===== config.mk =====
export PLATFORM = sky130hd
export DESIGN_NAME = fal_freq_acq
export DESIGN_NICKNAME = d
export VERILOG_FILES = /design/src/rtl/fal_pkg.sv /design/src/rtl/fal_window_counter.sv /design/src/rtl/fal_ppm_thresh.sv /design/src/rtl/fal_step_ctrl.sv /design/src/rtl/fal_freq_acq.sv
export SDC_FILE = /design/constraint.sdc
export NUM_CORES = 1
export LEC_CHECK = 0
export BUFFER_PORTS_ARGS = -buffer_cell sky130_fd_sc_hd__buf_2
export CORE_ASPECT_RATIO = 1.25
export CORE_MARGIN = 2
export CORE_UTILIZATION = 64
export DETAILED_ROUTE_END_ITERATION = 6
export PLACE_DENSITY = 0.8
export SLEW_MARGIN = 20
export SYNTH_ARGS = -nofsm -noshare
export SYNTH_HDL_FRONTEND = slang
export SYNTH_HIERARCHICAL = 1
export SYNTH_SLANG_ARGS = --single-unit

===== constraint.sdc =====
create_clock -name clk -period 15.9 [get_ports clk]
set_input_delay 3.18 -clock clk [delete_from_list [all_inputs] [get_ports clk]]
set_output_delay 3.18 -clock clk [all_outputs]
set_load 0.02 [all_outputs]

===== src/rtl/fal_pkg.sv =====
package fal_pkg;
   typedef enum logic {
      ACQ_SEARCH = 1'b0,
      ACQ_LOCKED = 1'b1
   } acq_state_e;

   localparam int PPM_SCALE = 1000000;
endpackage


===== src/rtl/fal_window_counter.sv =====
module fal_window_counter #(
   parameter int WIN_CYCLES = 2048,
   parameter int EV_W       = 4,
   parameter int CNT_W      = 15
) (
   input  logic             clk,
   input  logic             rst_n,
   input  logic [EV_W-1:0]  osc_inc,
   input  logic [EV_W-1:0]  ref_inc,
   output logic             meas_valid,
   output logic [CNT_W-1:0] osc_cnt,
   output logic [CNT_W-1:0] ref_cnt
);
   localparam int WIN_W = $clog2(WIN_CYCLES);

   logic [WIN_W-1:0] win_q;
   logic [CNT_W-1:0] osc_acc, ref_acc;
   logic             last;

   assign last = (win_q == WIN_W'(WIN_CYCLES - 1));

   always_ff @(posedge clk) begin
      if (!rst_n) begin
         win_q      <= '0;
         osc_acc    <= '0;
         ref_acc    <= '0;
         meas_valid <= 1'b0;
         osc_cnt    <= '0;
         ref_cnt    <= '0;
      end else begin
         meas_valid <= last;
         if (last) begin
            osc_cnt <= osc_acc + CNT_W'(osc_inc);
            ref_cnt <= ref_acc + CNT_W'(ref_inc);
            osc_acc <= '0;
            ref_acc <= '0;
            win_q   <= '0;
         end else begin
            osc_acc <= osc_acc + CNT_W'(osc_inc);
            ref_acc <= ref_acc + CNT_W'(ref_inc);
            win_q   <= win_q + 1'b1;
         end
      end
   end
endmodule


===== src/rtl/fal_ppm_thresh.sv =====
module fal_ppm_thresh
   import fal_pkg::*;
#(
   parameter int CNT_W   = 15,
   parameter int THR_PPM = 1000
) (
   input  logic [CNT_W-1:0] diff,
   input  logic [CNT_W-1:0] ref_cnt,
   output logic             over
);
   localparam int SCALE_W = $clog2(PPM_SCALE) + 1;
   localparam int PROD_W  = CNT_W + SCALE_W;

   logic [PROD_W-1:0] lhs, rhs;

   assign lhs  = PROD_W'(diff) * PROD_W'(PPM_SCALE);
   assign rhs  = PROD_W'(ref_cnt) * PROD_W'(THR_PPM);
   assign over = (lhs > rhs);
endmodule


===== src/rtl/fal_step_ctrl.sv =====
module fal_step_ctrl
   import fal_pkg::*;
#(
   parameter int CW_W     = 12,
   parameter int CNT_W    = 15,
   parameter int CW_MIN   = 16,
   parameter int MAX_STEP = 512
) (
   input  logic             clk,
   input  logic             rst_n,
   input  logic             meas_valid,
   input  logic [CNT_W-1:0] osc_cnt,
   input  logic [CNT_W-1:0] diff,
   input  logic             osc_below,
   input  logic             over_lock,
   input  logic             over_lose,
   output logic [CW_W-1:0]  ctrl_word,
   output acq_state_e       state
);
   localparam int STEP_W = $clog2(MAX_STEP) + 1;
   localparam int BAND_W = CNT_W + CW_W + 1;

   logic [CW_W-1:0]   cw_q;
   logic [STEP_W-1:0] step_q;
   acq_state_e        state_q;
   logic [BAND_W-1:0] err_scaled, band_scaled;
   logic              below_band, step_is_min;
   logic [CW_W:0]     cw_sum;

   assign err_scaled  = BAND_W'(diff) * BAND_W'(cw_q);
   assign band_scaled = BAND_W'(step_q) * BAND_W'(osc_cnt);
   assign below_band  = (err_scaled < band_scaled);
   assign step_is_min = (step_q == STEP_W'(1));
   assign cw_sum      = {1'b0, cw_q} + (CW_W+1)'(step_q);

   always_ff @(posedge clk) begin
      if (!rst_n) begin
         cw_q    <= CW_W'(CW_MIN);
         step_q  <= STEP_W'(MAX_STEP);
         state_q <= ACQ_SEARCH;
      end else if (meas_valid) begin
         unique case (state_q)
            ACQ_SEARCH: begin
               if (!over_lock) begin
                  state_q <= ACQ_LOCKED;
               end else if (osc_below) begin
                  if (!step_is_min && (below_band || cw_sum[CW_W])) begin
                     step_q <= step_q >> 1;
                  end else if (!cw_sum[CW_W]) begin
                     cw_q <= cw_sum[CW_W-1:0];
                  end
               end
            end
            ACQ_LOCKED: begin
               if (over_lose) begin
                  state_q <= ACQ_SEARCH;
                  cw_q    <= CW_W'(CW_MIN);
                  step_q  <= STEP_W'(MAX_STEP);
               end
            end
            default: state_q <= ACQ_SEARCH;
         endcase
      end
   end

   assign ctrl_word = cw_q;
   assign state     = state_q;
endmodule


===== src/rtl/fal_freq_acq.sv =====
module fal_freq_acq
   import fal_pkg::*;
#(
   parameter int CW_W       = 12,
   parameter int CW_MIN     = 16,
   parameter int MAX_STEP   = 512,
   parameter int WIN_CYCLES = 2048,
   parameter int EV_W       = 4,
   parameter int LOCK_PPM   = 250,
   parameter int LOSE_PPM   = 1000
) (
   input  logic            clk,
   input  logic            rst_n,
   input  logic [EV_W-1:0] osc_events,
   input  logic [EV_W-1:0] data_events,
   output logic [CW_W-1:0] ctrl_word,
   output logic            lol,
   output logic            loop_en
);
   localparam int CNT_W   = $clog2(WIN_CYCLES * (2**EV_W - 1) + 1);
   localparam int N_THR   = 2;
   localparam int IDX_LCK = 0;
   localparam int IDX_LOS = 1;

   if (MAX_STEP < 1 || (MAX_STEP & (MAX_STEP - 1)) != 0) begin : g_bad_step
      $error("MAX_STEP must be a power of two");
   end
   if (CW_MIN + MAX_STEP >= 2**CW_W) begin : g_bad_range
      $error("CW_MIN + MAX_STEP must fit in CW_W bits");
   end
   if (LOCK_PPM >= LOSE_PPM || LOSE_PPM >= PPM_SCALE) begin : g_bad_thr
      $error("thresholds must satisfy LOCK_PPM < LOSE_PPM < 1e6");
   end
   if (WIN_CYCLES < 2) begin : g_bad_win
      $error("WIN_CYCLES must be at least 2");
   end

   logic             meas_valid;
   logic [CNT_W-1:0] osc_cnt, ref_cnt, diff;
   logic             osc_below;
   logic [N_THR-1:0] over;
   acq_state_e       state;

   fal_window_counter #(
      .WIN_CYCLES(WIN_CYCLES),
      .EV_W      (EV_W),
      .CNT_W     (CNT_W)
   ) u_win (
      .clk       (clk),
      .rst_n     (rst_n),
      .osc_inc   (osc_events),
      .ref_inc   (data_events),
      .meas_valid(meas_valid),
      .osc_cnt   (osc_cnt),
      .ref_cnt   (ref_cnt)
   );

   assign osc_below = (osc_cnt < ref_cnt);
   assign diff      = osc_below ? (ref_cnt - osc_cnt) : (osc_cnt - ref_cnt);

   for (genvar g = 0; g < N_THR; g++) begin : g_thr
      fal_ppm_thresh #(
         .CNT_W  (CNT_W),
         .THR_PPM((g == IDX_LCK) ? LOCK_PPM : LOSE_PPM)
      ) u_thr (
         .diff   (diff),
         .ref_cnt(ref_cnt),
         .over   (over[g])
      );
   end

   fal_step_ctrl #(
      .CW_W    (CW_W),
      .CNT_W   (CNT_W),
      .CW_MIN  (CW_MIN),
      .MAX_STEP(MAX_STEP)
   ) u_step (
      .clk       (clk),
      .rst_n     (rst_n),
      .meas_valid(meas_valid),
      .osc_cnt   (osc_cnt),
      .diff      (diff),
      .osc_below (osc_below),
      .over_lock (over[IDX_LCK]),
      .over_lose (over[IDX_LOS]),
      .ctrl_word (ctrl_word),
      .state     (state)
   );

   assign lol     = (state == ACQ_SEARCH);
   assign loop_en = (state == ACQ_LOCKED);
endmodule


# Word-level counts from Yosys, hierarchy flattened

Index checks and enable logic that the tools add are counted.

$add $sub $neg: 6
$mul: 5
$lt $le $gt $ge: 4
Equal/unequal tests: 8
Multiplexer cells: 15
Bitwise operators: 2
Reduce and logical (&&, ||, !) cells: 6

Operators by type and width:

| kind                                                                    | number |
|---|---|
| 12-bit two-way mux                                                      | 5 |
| 15-bit by 7-bit multiplier with 22-bit output, second input constant    | 2 |
| 10-bit two-way mux                                                      | 4 |
| 35-bit by 23-bit > comparator with 1-bit output                         | 1 |
| 35-bit by 25-bit > comparator with 1-bit output                         | 1 |
| 15-bit by 4-bit adder with 15-bit output                                | 2 |
| 15-bit subtractor                                                       | 2 |
| 15-bit by 14-bit multiplier with 29-bit output, second input constant   | 1 |
| 27-bit by 25-bit < comparator with 1-bit output                         | 1 |
| 15-bit by 12-bit multiplier with 27-bit output                          | 1 |
| 10-bit by 15-bit multiplier with 25-bit output                          | 1 |
| 12-bit case mux with 2 select lines                                     | 1 |
| 10-bit case mux with 2 select lines                                     | 1 |
| 15-bit < comparator                                                     | 1 |
| 15-bit two-way mux                                                      | 1 |
| 12-bit by 10-bit adder with 13-bit output                               | 1 |
| 11-bit by 1-bit adder with 11-bit output, second input constant         | 1 |
| 11-bit == test, second input constant                                   | 1 |
| 10-bit by 1-bit == test with 1-bit output, second input constant        | 1 |
| 2-bit by 1-bit inequality test with 1-bit output, second input constant | 3 |
| 2-bit inequality test, second input constant                            | 3 |
| 6-bit AND reduction                                                     | 1 |
| 5-bit AND reduction                                                     | 1 |
| 1-bit two-way mux                                                       | 2 |
| 6 further kinds                                                         | 7 |

Register bits: 95
Word-level logic and storage cells: 55

# Logic depth before layout (Yosys ltp)

Gate-level depths: netlist of run 1.

Word-level depth: 10
Depth in mapped cells: 43

# Cells and area by module

The synthesis of run 1 kept the hierarchy.

By module, submodules not included:

| module                          | times used | cells an instance | area each (um^2) |
|---|---|---|---|
| fal_step_ctrl                   | 1          | 1472              | 12449.4 |
| fal_ppm_thresh (g_thr[1].u_thr) | 1          | 689               | 6502.5 |
| fal_ppm_thresh (g_thr[0].u_thr) | 1          | 690               | 6362.4 |
| fal_window_counter              | 1          | 341               | 3090.5 |
| fal_freq_acq                    | 1          | 214               | 1503.9 |

# Least setup slack after synthesis of run 1

Ideal clock, no wire load.

Path kind: register -> register
From: reg u_win.ref_cnt[13]
To: reg u_step.cw_q[5] (netlist: u_step/ctrl_word[5])
Setup time: 133 ps
Arrival: 9770 ps
Data required time: 15767 ps
Slack: 5997 ps
Cell stages (with the launch flop): 36
Cell sequence: dfxtp_1 > ha_1 > and2_4 > and3_4 > a221oi_4 > o21ai_4 > buf_6 > mux2i_1 > xnor2_1 > clkbuf_1 > nand2_1 > fa_1 > inv_1 > fa_1 > fa_1 > fa_1 > inv_1 > fa_1 > inv_1 > ha_1 > and4_1 > a221oi_2 > a21boi_2 > o21ai_0 > nand2b_1 > a211o_1 > a21oi_1 > xnor2_1 > ha_1 > a21oi_1 > o21ai_0 > nor3_1 > a21oi_1 > o41ai_4 > o21ai_4 > mux2i_1

Word-level cells in the longest chain between the ends: 8

RTL lines:

| item                                            | RTL line                 | source |
|---|---|---|
| start, declared                                 | fal_window_counter.sv:12 | `output logic [CNT_W-1:0] ref_cnt` |
| start signal, assigned                          | fal_window_counter.sv:34 | `ref_cnt <= ref_acc + CNT_W'(ref_inc);` |
| 15-bit < comparator (*)                         | fal_freq_acq.sv:58       | `assign osc_below = (osc_cnt < ref_cnt);` |
| 15-bit two-way mux (*)                          | fal_freq_acq.sv:59       | `assign diff = osc_below ? (ref_cnt - osc_cnt) : (osc_cnt - ref_cnt);` |
| via diff[11]                                    | fal_freq_acq.sv:39       | `logic [CNT_W-1:0] osc_cnt, ref_cnt, diff;` |
| 15-bit by 12-bit multiplier with 27-bit output  | fal_step_ctrl.sv:30      | `assign err_scaled = BAND_W'(diff) * BAND_W'(cw_q);` |
| 27-bit by 25-bit < comparator with 1-bit output | fal_step_ctrl.sv:32      | `assign below_band = (err_scaled < band_scaled);` |
| 1-bit logical OR                                | fal_step_ctrl.sv:47      | `if (!step_is_min && (below_band \|\| cw_sum[CW_W])) begin` |
| 1-bit logical AND                               | fal_step_ctrl.sv:47      |  |
| 2-bit inequality test (no line)                 | --                       |  |
| 6-bit AND reduction (no line) (*)               | --                       |  |
| end signal, assigned                            | fal_step_ctrl.sv:38      | `cw_q <= CW_W'(CW_MIN);` |
| end signal, assigned                            | fal_step_ctrl.sv:50      | `cw_q <= cw_sum[CW_W-1:0];` |
| end signal, assigned                            | fal_step_ctrl.sv:57      | `cw_q <= CW_W'(CW_MIN);` |
| end, declared                                   | fal_step_ctrl.sv:23      | `logic [CW_W-1:0] cw_q;` |

The timed path passes the listed nets; every way through them passes the cells marked *.
A chain may end at the register's enable or synchronous reset.

# Worst setup path after layout of run 1

From: reg u_win.osc_cnt[5]
To: reg u_step.step_q[8]

RTL lines:

| item                                            | RTL line                 | source |
|---|---|---|
| start, declared                                 | fal_window_counter.sv:11 | `output logic [CNT_W-1:0] osc_cnt,` |
| start signal, assigned                          | fal_window_counter.sv:33 | `osc_cnt <= osc_acc + CNT_W'(osc_inc);` |
| 15-bit < comparator                             | fal_freq_acq.sv:58       |  |
| 15-bit two-way mux                              | fal_freq_acq.sv:59       |  |
| via diff[3]                                     | fal_freq_acq.sv:39       |  |
| 15-bit by 14-bit multiplier with 29-bit output  | fal_ppm_thresh.sv:16     | `assign lhs = PROD_W'(diff) * PROD_W'(PPM_SCALE);` |
| 35-bit by 25-bit > comparator with 1-bit output | fal_ppm_thresh.sv:18     | `assign over = (lhs > rhs);` |
| via over[1]                                     | fal_freq_acq.sv:41       | `logic [N_THR-1:0] over;` |
| 2-bit inequality test (no line)                 | --                       |  |
| 5-bit AND reduction (no line)                   | --                       |  |
| end signal, assigned                            | fal_step_ctrl.sv:39      | `step_q <= STEP_W'(MAX_STEP);` |
| end signal, assigned                            | fal_step_ctrl.sv:48      | `step_q <= step_q >> 1;` |
| end signal, assigned                            | fal_step_ctrl.sv:58      | `step_q <= STEP_W'(MAX_STEP);` |
| end, declared                                   | fal_step_ctrl.sv:24      | `logic [STEP_W-1:0] step_q;` |

The timed path passes the listed nets, and every way through them passes these cells.

==> results of run 1 <==
cells in the mapped netlist (14+ instances only):
library cell,n,share of area
nand4_1,29,0.0061
nand3_1,76,0.013
clkbuf_1,72,0.0090
and3_1,16,0.0033
nor3_1,33,0.0055
nand2b_1,19,0.0040
fa_1,437,0.29
o21ai_1,16,0.0027
ha_1,539,0.23
xor2_1,63,0.018
dfxtp_1,95,0.064
o21a_1,26,0.0065
a21o_1,53,0.013
o211ai_1,29,0.0073
nand2_1,334,0.042
or3_1,21,0.0044
nor2b_1,14,0.0029
a21oi_1,161,0.027
a211oi_1,27,0.0068
inv_1,665,0.083
mux2i_1,20,0.0067
xnor2_1,87,0.025
o21ai_0,98,0.016
and4_1,14,0.0041
a31oi_1,16,0.0033
and2_1,146,0.031
nor2_1,93,0.012
power groups by stage:
| stage | registers (mW) | clock network, mW | logic (mW) |
|---|---|---|---|
| global route | 0.251 | 0.238 | 0.0611 |
| global placement | 0.255 | 0 | 0.0501 |
| CTS | 0.250 | 0.228 | 0.0525 |
| floorplan | 0.254 | 0 | 0.0378 |
| finish | 0.250 | 0.223 | 0.0549 |
| detailed placement | 0.255 | 0 | 0.0523 |
routing by layer:
metal / vias up / share of wire
li1: 11000 / -
met1: 11700 / 0.41
met2: 685 / 0.50
met3: 184 / 0.051
met4: 0 / 0.037
met5: - / 0
final cells by class:
| type | count | area [µm²] |
|---|---|---|
| Clock buffer | 9 | 225 |
| Multi-Input combinational cell | 2548 | 25200 |
| Tap cell | 585 | 732 |
| Sequential cell | 95 | 1900 |
| Fill cell | 3754 | 15300 |
| Clock inverter | 7 | 81.3 |
| Timing Repair Buffer | 42 | 258 |
| Inverter | 666 | 2500 |
state kept, by name (all words and copies together), names as in the netlist:
signal            flops
u_win/ref_acc        15
u_win/meas_valid      1
u_step/state          1
u_win/osc_acc        15
u_win/ref_cnt        15
u_step/step_q        10
u_win/osc_cnt        15
u_step/ctrl_word     12
u_win/win_q          11
worst paths after layout:
kind | from | end | slack, ps | depth (start not counted)
worst min register to register | u_win/win_q[0]$_SDFF_PP0_ | u_win/win_q[0]$_SDFF_PP0_ | 450 | 1
worst max-delay path | u_win/osc_cnt[5]$_SDFFE_PN0P_ | u_step/step_q[8]$_SDFFE_PN0P_ | 5220 | 40
worst max register to register | u_win/osc_cnt[5]$_SDFFE_PN0P_ | u_step/step_q[8]$_SDFFE_PN0P_ | 5220 | 40
worst min-delay path | u_win/win_q[0]$_SDFF_PP0_ | u_win/win_q[0]$_SDFF_PP0_ | 450 | 1
through the flow:
stage	hold slack [ps]	setup slack [ps]	instance area [µm²]	power [mW]
floorplan	413	6000	29900	0.292
global placement	428	5600	30600	0.305
detailed placement	445	5330	30600	0.308
CTS	458	5260	30900	0.530
global route	537	4450	30900	0.550
finish	453	5220	30900	0.528
worst register-to-register path: cells and delay by family (launching register included):
kind | cells | cell delay [ps]
XOR/XNOR | 2 | 850
adder cells (fa/ha/maj) | 9 | 3950
flip-flops | 1 | 590
AND/OR/NAND/NOR | 14 | 2240
AO/OA/AOI/OAI | 7 | 1920
buffers and inverters | 7 | 830
multiplexers | 1 | 230
logic make-up (layout without fill, tap and decap cells):
family | count (synthesis) | count (layout) | synth area share
AO/OA/AOI/OAI | 550 | 550 | 0.126
XOR/XNOR | 151 | 151 | 0.0448
flip-flops | 95 | 95 | 0.0636
buffers and inverters | 763 | 724 | 0.0984
multiplexers | 22 | 22 | 0.00745
adder cells (fa/ha/maj) | 976 | 976 | 0.518
AND/OR/NAND/NOR | 849 | 849 | 0.142
==> results.sh, run 1 <==
export IMPL_status="completed"
export IMPL_fmax_mhz=93.6
export IMPL_hp_class="flop to flop"
export IMPL_pin_count=24
export IMPL_hold_viol_final=0
export IMPL_gp_congestion=0.906
export IMPL_postRouteAntennaNets=0
export IMPL_power_density_nw_per_um2=17.1
export IMPL_clockBufferDepth=2
export IMPL_die_h_um=246
export IMPL_p_seq_frac=0.473
export IMPL_netlist_instances=3406
export IMPL_finalCriticalPeriod_ps=10680
export IMPL_vias=23600
export IMPL_critPathMaxStageDelay_ps=700
export IMPL_cts_hold_buf=0
export IMPL_grt_usage=0.304
export IMPL_p_leak_nw=16.5
export IMPL_synthArstFlopShare=0
export IMPL_antenna_cells=0
export IMPL_ir_drop_v=0.0000682
export IMPL_synth_edff_count=0
export IMPL_grt_setup_unrepaired="false"
export IMPL_layout_drive_gt1_share=0.0404
export IMPL_port_buffers=23
export IMPL_slowest_stage="xnor2_2"
export IMPL_worstSetupPathType="flop to flop"
export IMPL_worstMarginPinSlew_ps=910
export IMPL_cp_max_fo=15
export IMPL_final_common_cell="inv_1"
export IMPL_clockPowerShare=0.423
export IMPL_clk_pin_slew_ps=80
export IMPL_hpwl_mm=58.3
export IMPL_ys_warn_count=6
export IMPL_cts_setup_buffers=0
export IMPL_cp_arrival_ps=10950
export IMPL_critPathCaptureType="flop"
export IMPL_nets=4348
export IMPL_num_rows=88
export IMPL_comb_power_share=0.104
export IMPL_setup_viol_count_final=0
export IMPL_drtPass1Iterations=6
export IMPL_avgViaCountPerCell=5.97
export IMPL_synth_ff_type="dfxtp_1"
export IMPL_top_usage_layer="met2"
export IMPL_cts_root_buf="clkbuf_16"
export IMPL_use_met3=0.0379
export IMPL_start_kind="flop"
export IMPL_path_delay_family="adder cells"
export IMPL_cap_violations=0
export IMPL_area_growth_pct=3.25
export IMPL_gr_usage_met1=0.378
export IMPL_max_slew_margin=0.389
export IMPL_initial_core_util=0.648
export IMPL_insertion_delay_ps=350
export IMPL_wl_mm=71.3
export IMPL_dpl_cell_count=3936
export IMPL_wl_per_cell_um=18.0
export IMPL_die_x_um=197
export IMPL_skew_ps=11.9
export IMPL_drt_iter0_markers=1442
export IMPL_synth_area_um2=29900
export IMPL_cts_resized=0
export IMPL_ys_seq_elements=95
export IMPL_fin_cells=3952
export IMPL_internal_power_mw=0.376
export IMPL_cts_sinks=95
export IMPL_cts_htree_levels=3
export IMPL_ys_seq_area_frac=0.0636
export IMPL_grt_pass1_vias=24900
export IMPL_synth_avg_cell_area_um2=8.78
export IMPL_drc_errors=0
export IMPL_dieArea_um2=48500
export IMPL_grt_pass1_wl_mm=120
export IMPL_power_switching_mw=0.152
export IMPL_grt_max_degree=27
export IMPL_finalSetupTns_ps=0
export IMPL_met2_usage=0.542
export IMPL_grt_overflow=0
export IMPL_swShare=0.288
export IMPL_utilization=0.669
export IMPL_layout_common_cells="inv_1 (665), ha_1 (539), fa_1 (437)"
export IMPL_path_buf_inv=7
export IMPL_antenna_found_initial=0
export IMPL_crit_required_ps=16170
export IMPL_synth_fp_nets=4392
export IMPL_numCtsBuffers=9
export IMPL_fin_crit_sh=0.672
export IMPL_synth_cell_types=101
export IMPL_coreArea_um2=46100
export IMPL_slew_violations=0
export IMPL_cts_tree="yes"
Power figures use the tool's default switching activity.
==> run 2, diff against run 1 <==
--- a/config.mk
+++ b/config.mk
@@ -5,6 +5,7 @@
 export SDC_FILE = /design/constraint.sdc
 export NUM_CORES = 1
 export LEC_CHECK = 0
+export ABC_AREA = 1
 export BUFFER_PORTS_ARGS = -buffer_cell sky130_fd_sc_hd__buf_2
 export CORE_ASPECT_RATIO = 1.25
 export CORE_MARGIN = 2
==> constraint.sdc (replaced) <==
create_clock -name clk -period 10.48 [get_ports clk]
set_input_delay 2.096 -clock clk [delete_from_list [all_inputs] [get_ports clk]]
set_output_delay 2.096 -clock clk [all_outputs]
set_load 0.02 [all_outputs]
==> run 2 against run 1 <==
Net effect:
- die area grew 6.6%
- via count grew 13%
- flip-flop and latch count is the same
- sequential power grew 52%
- synthesized cell count grew 28%
- synthesized area grew 6.8%
- critical path depth grew 8
- clock power grew 44%
- core utilization shrank 0.24 points
- register-to-register slack lost 4400 ps
- first-iteration DRC count grew 11%
- clock skew shrank 5.5 ps
- critical endpoint is now u_step/step_q[0]$_SDFFE_PN0P_
- largest cell class unchanged
- highest routed layer is now met5
==> results.sh, run 2 <==
export IMPL_status="completed"
export IMPL_grt_pass1_wl_mm=127
export IMPL_slowest_stage="dfxtp_1"
export IMPL_p_leak_nw=19.6
export IMPL_ys_seq_area_frac=0.0596
export IMPL_ys_warn_count=6
export IMPL_synthArstFlopShare=0
export IMPL_finalSetupTns_ps=0
export IMPL_antenna_found_initial=1
export IMPL_insertion_delay_ps=350
export IMPL_finalCriticalPeriod_ps=9640
export IMPL_grt_max_degree=37
export IMPL_vias=26600
export IMPL_netlist_instances=4365
export IMPL_wl_mm=75.4
export IMPL_cts_sinks=95
export IMPL_grt_usage=0.303
export IMPL_dieArea_um2=51700
export IMPL_drt_iter0_markers=1606
export IMPL_final_common_cell="nand2_1"
export IMPL_avgViaCountPerCell=5.34
export IMPL_hold_viol_final=0
export IMPL_grt_setup_unrepaired="false"
export IMPL_fmax_mhz=104
export IMPL_start_kind="flop"
export IMPL_power_density_nw_per_um2=23.9
export IMPL_postRouteAntennaNets=0
export IMPL_layout_drive_gt1_share=0.0390
export IMPL_synth_cell_types=53
export IMPL_fin_crit_sh=0.919
export IMPL_cp_max_fo=15
export IMPL_synth_fp_nets=5351
export IMPL_cp_common_cell="nand2_1"
export IMPL_crit_required_ps=10760
export IMPL_synth_top_area_cell="fa_1"
export IMPL_worstMarginPinSlew_ps=953
export IMPL_skew_ps=6.39
export IMPL_port_buffers=23
export IMPL_hpwl_mm=63.7
export IMPL_area_growth_pct=2.97
export IMPL_cts_root_buf="clkbuf_16"
export IMPL_coreArea_um2=49300
export IMPL_die_x_um=204
export IMPL_cts_setup_buffers=0
export IMPL_synth_area_um2=31900
export IMPL_setup_viol_count_final=0
export IMPL_critPathCaptureType="flop"
export IMPL_antenna_cells=0
export IMPL_hp_class="flop to flop"
export IMPL_synth_edff_count=0
export IMPL_fin_cells=4984
export IMPL_synthTopCellsByArea="fa_1 (27%), ha_1 (21%), nand2_1 (14%), inv_1 (12%), dfxtp_1 (6.0%)"
export IMPL_cts_tree="yes"
export IMPL_yosys_cell_count_top_type="nand2_1"
export IMPL_slew_violations=0
export IMPL_critPathMaxStageDelay_ps=610
export IMPL_top_usage_layer="met2"
export IMPL_met2_usage=0.533
export IMPL_clockBufferDepth=2
export IMPL_grt_overflow=0
export IMPL_numCtsBuffers=9
export IMPL_wl_per_cell_um=15.1
export IMPL_max_slew_margin=0.364
export IMPL_synth_ff_type="dfxtp_1"
export IMPL_cts_hold_buf=0
export IMPL_num_fill_cells=4292
export IMPL_die_h_um=254
export IMPL_ir_drop_v=0.000115
export IMPL_cts_htree_levels=3
export IMPL_cp_arrival_ps=9910
export IMPL_worstSetupPathType="flop to flop"
export IMPL_use_met3=0.0285
export IMPL_synth_top_cell_area_share=0.274
export IMPL_drc_errors=0
export IMPL_initial_core_util=0.648
export IMPL_grt_pass1_vias=27000
export IMPL_clk_pin_slew_ps=70
export IMPL_gp_congestion=0.938
export IMPL_pin_count=24
export IMPL_nets=5314
export IMPL_ys_top_cells_by_count="nand2_1 (1156), inv_1 (1062), ha_1 (539)"
export IMPL_cap_violations=0
export IMPL_ys_seq_elements=95
export IMPL_layout_common_cells="nand2_1 (1155), inv_1 (1062), ha_1 (539)"
export IMPL_gr_usage_met1=0.394
export IMPL_dpl_cell_count=4968
export IMPL_cts_resized=0
export IMPL_synth_avg_cell_area_um2=7.32
export IMPL_drtPass1Iterations=6
export IMPL_num_rows=91
## run 2: cell count changes in the layout (fill, tap and decap cells not counted), sizes merged, moves of 21 or more
cell	change
and2	-131
o21ai	-37
o211ai	-26
xnor2	-26
o21a	-23
a211oi	-27
nor2	+135
or3	-21
nand2	+857
a21o	-45
inv	+405
nand3	+61
## run 2: critical path, delay by kind of cell (launching register included)
family,cells,cell delay (ps)
compound gates,7,1400
xor+xnor,1,150
fa+ha+maj,9,3880
buf+inv,11,1050
flops,1,610
simple gates,20,2450
## run 2: per-layer routing
layer	share of wire	up-vias	wire, µm
li1	-	13100	-
met4	0.029	2	2180
met5	0.00017	-	13
met2	0.49	737	37000
met1	0.43	12700	32500
met3	0.050	156	3750
## run 2: cell families after synthesis
family | share of synthesized area
AO/OA/AOI/OAI | 0.0554
XOR/XNOR | 0.0392
adder cells (fa/ha/maj) | 0.485
buffers and inverters | 0.140
flip-flops | 0.0596
AND/OR/NAND/NOR | 0.221
## run 2: worst paths after layout
| path | depth (start not counted) | startpoint | slack, ps | to |
|---|---|---|---|---|
| worst min register to register | 1 | u_win/win_q[0]$_SDFF_PP0_ | 450 | u_win/win_q[0]$_SDFF_PP0_ |
| worst max-delay path | 48 | u_win/osc_cnt[10]$_SDFFE_PN0P_ | 840 | u_step/step_q[0]$_SDFFE_PN0P_ |
| worst max register to register | 48 | u_win/osc_cnt[10]$_SDFFE_PN0P_ | 840 | u_step/step_q[0]$_SDFFE_PN0P_ |
| worst min-delay path | 1 | u_win/win_q[0]$_SDFF_PP0_ | 450 | u_win/win_q[0]$_SDFF_PP0_ |
## run 2: area by class of cell
type / instances / area [µm²] / share of cell area
multi-input combinational: 3104 / 25600 / 0.778
inverter: 1073 / 4030 / 0.123
sequential: 95 / 1900 / 0.0578
tap: 651 / 815 / 0.0248
timing repair buffer: 45 / 280 / 0.00852
clock buffer: 9 / 225 / 0.00685
clock inverter: 7 / 56.3 / 0.00171
## run 2: per-stage QoR
stage	hold WS (ps)	area [µm²]	total power, mW	util	worst slack (ps)
floorplan	418	31900	0.446	-	2190
global placement	432	32600	0.469	0.661	1250
detailed placement	439	32600	0.471	0.661	937
CTS	456	32900	0.789	0.667	944
global route	502	32900	0.817	0.667	79.2
finish	453	32900	0.786	0.667	845
## run 2: power by group
part | leakage (nW) | internal, mW | switching, mW
combinational | 18.7 | 0.0273 | 0.0569
clock | 0.136 | 0.164 | 0.157
sequential | 0.768 | 0.372 | 0.00771
total | 19.6 | 0.564 | 0.222
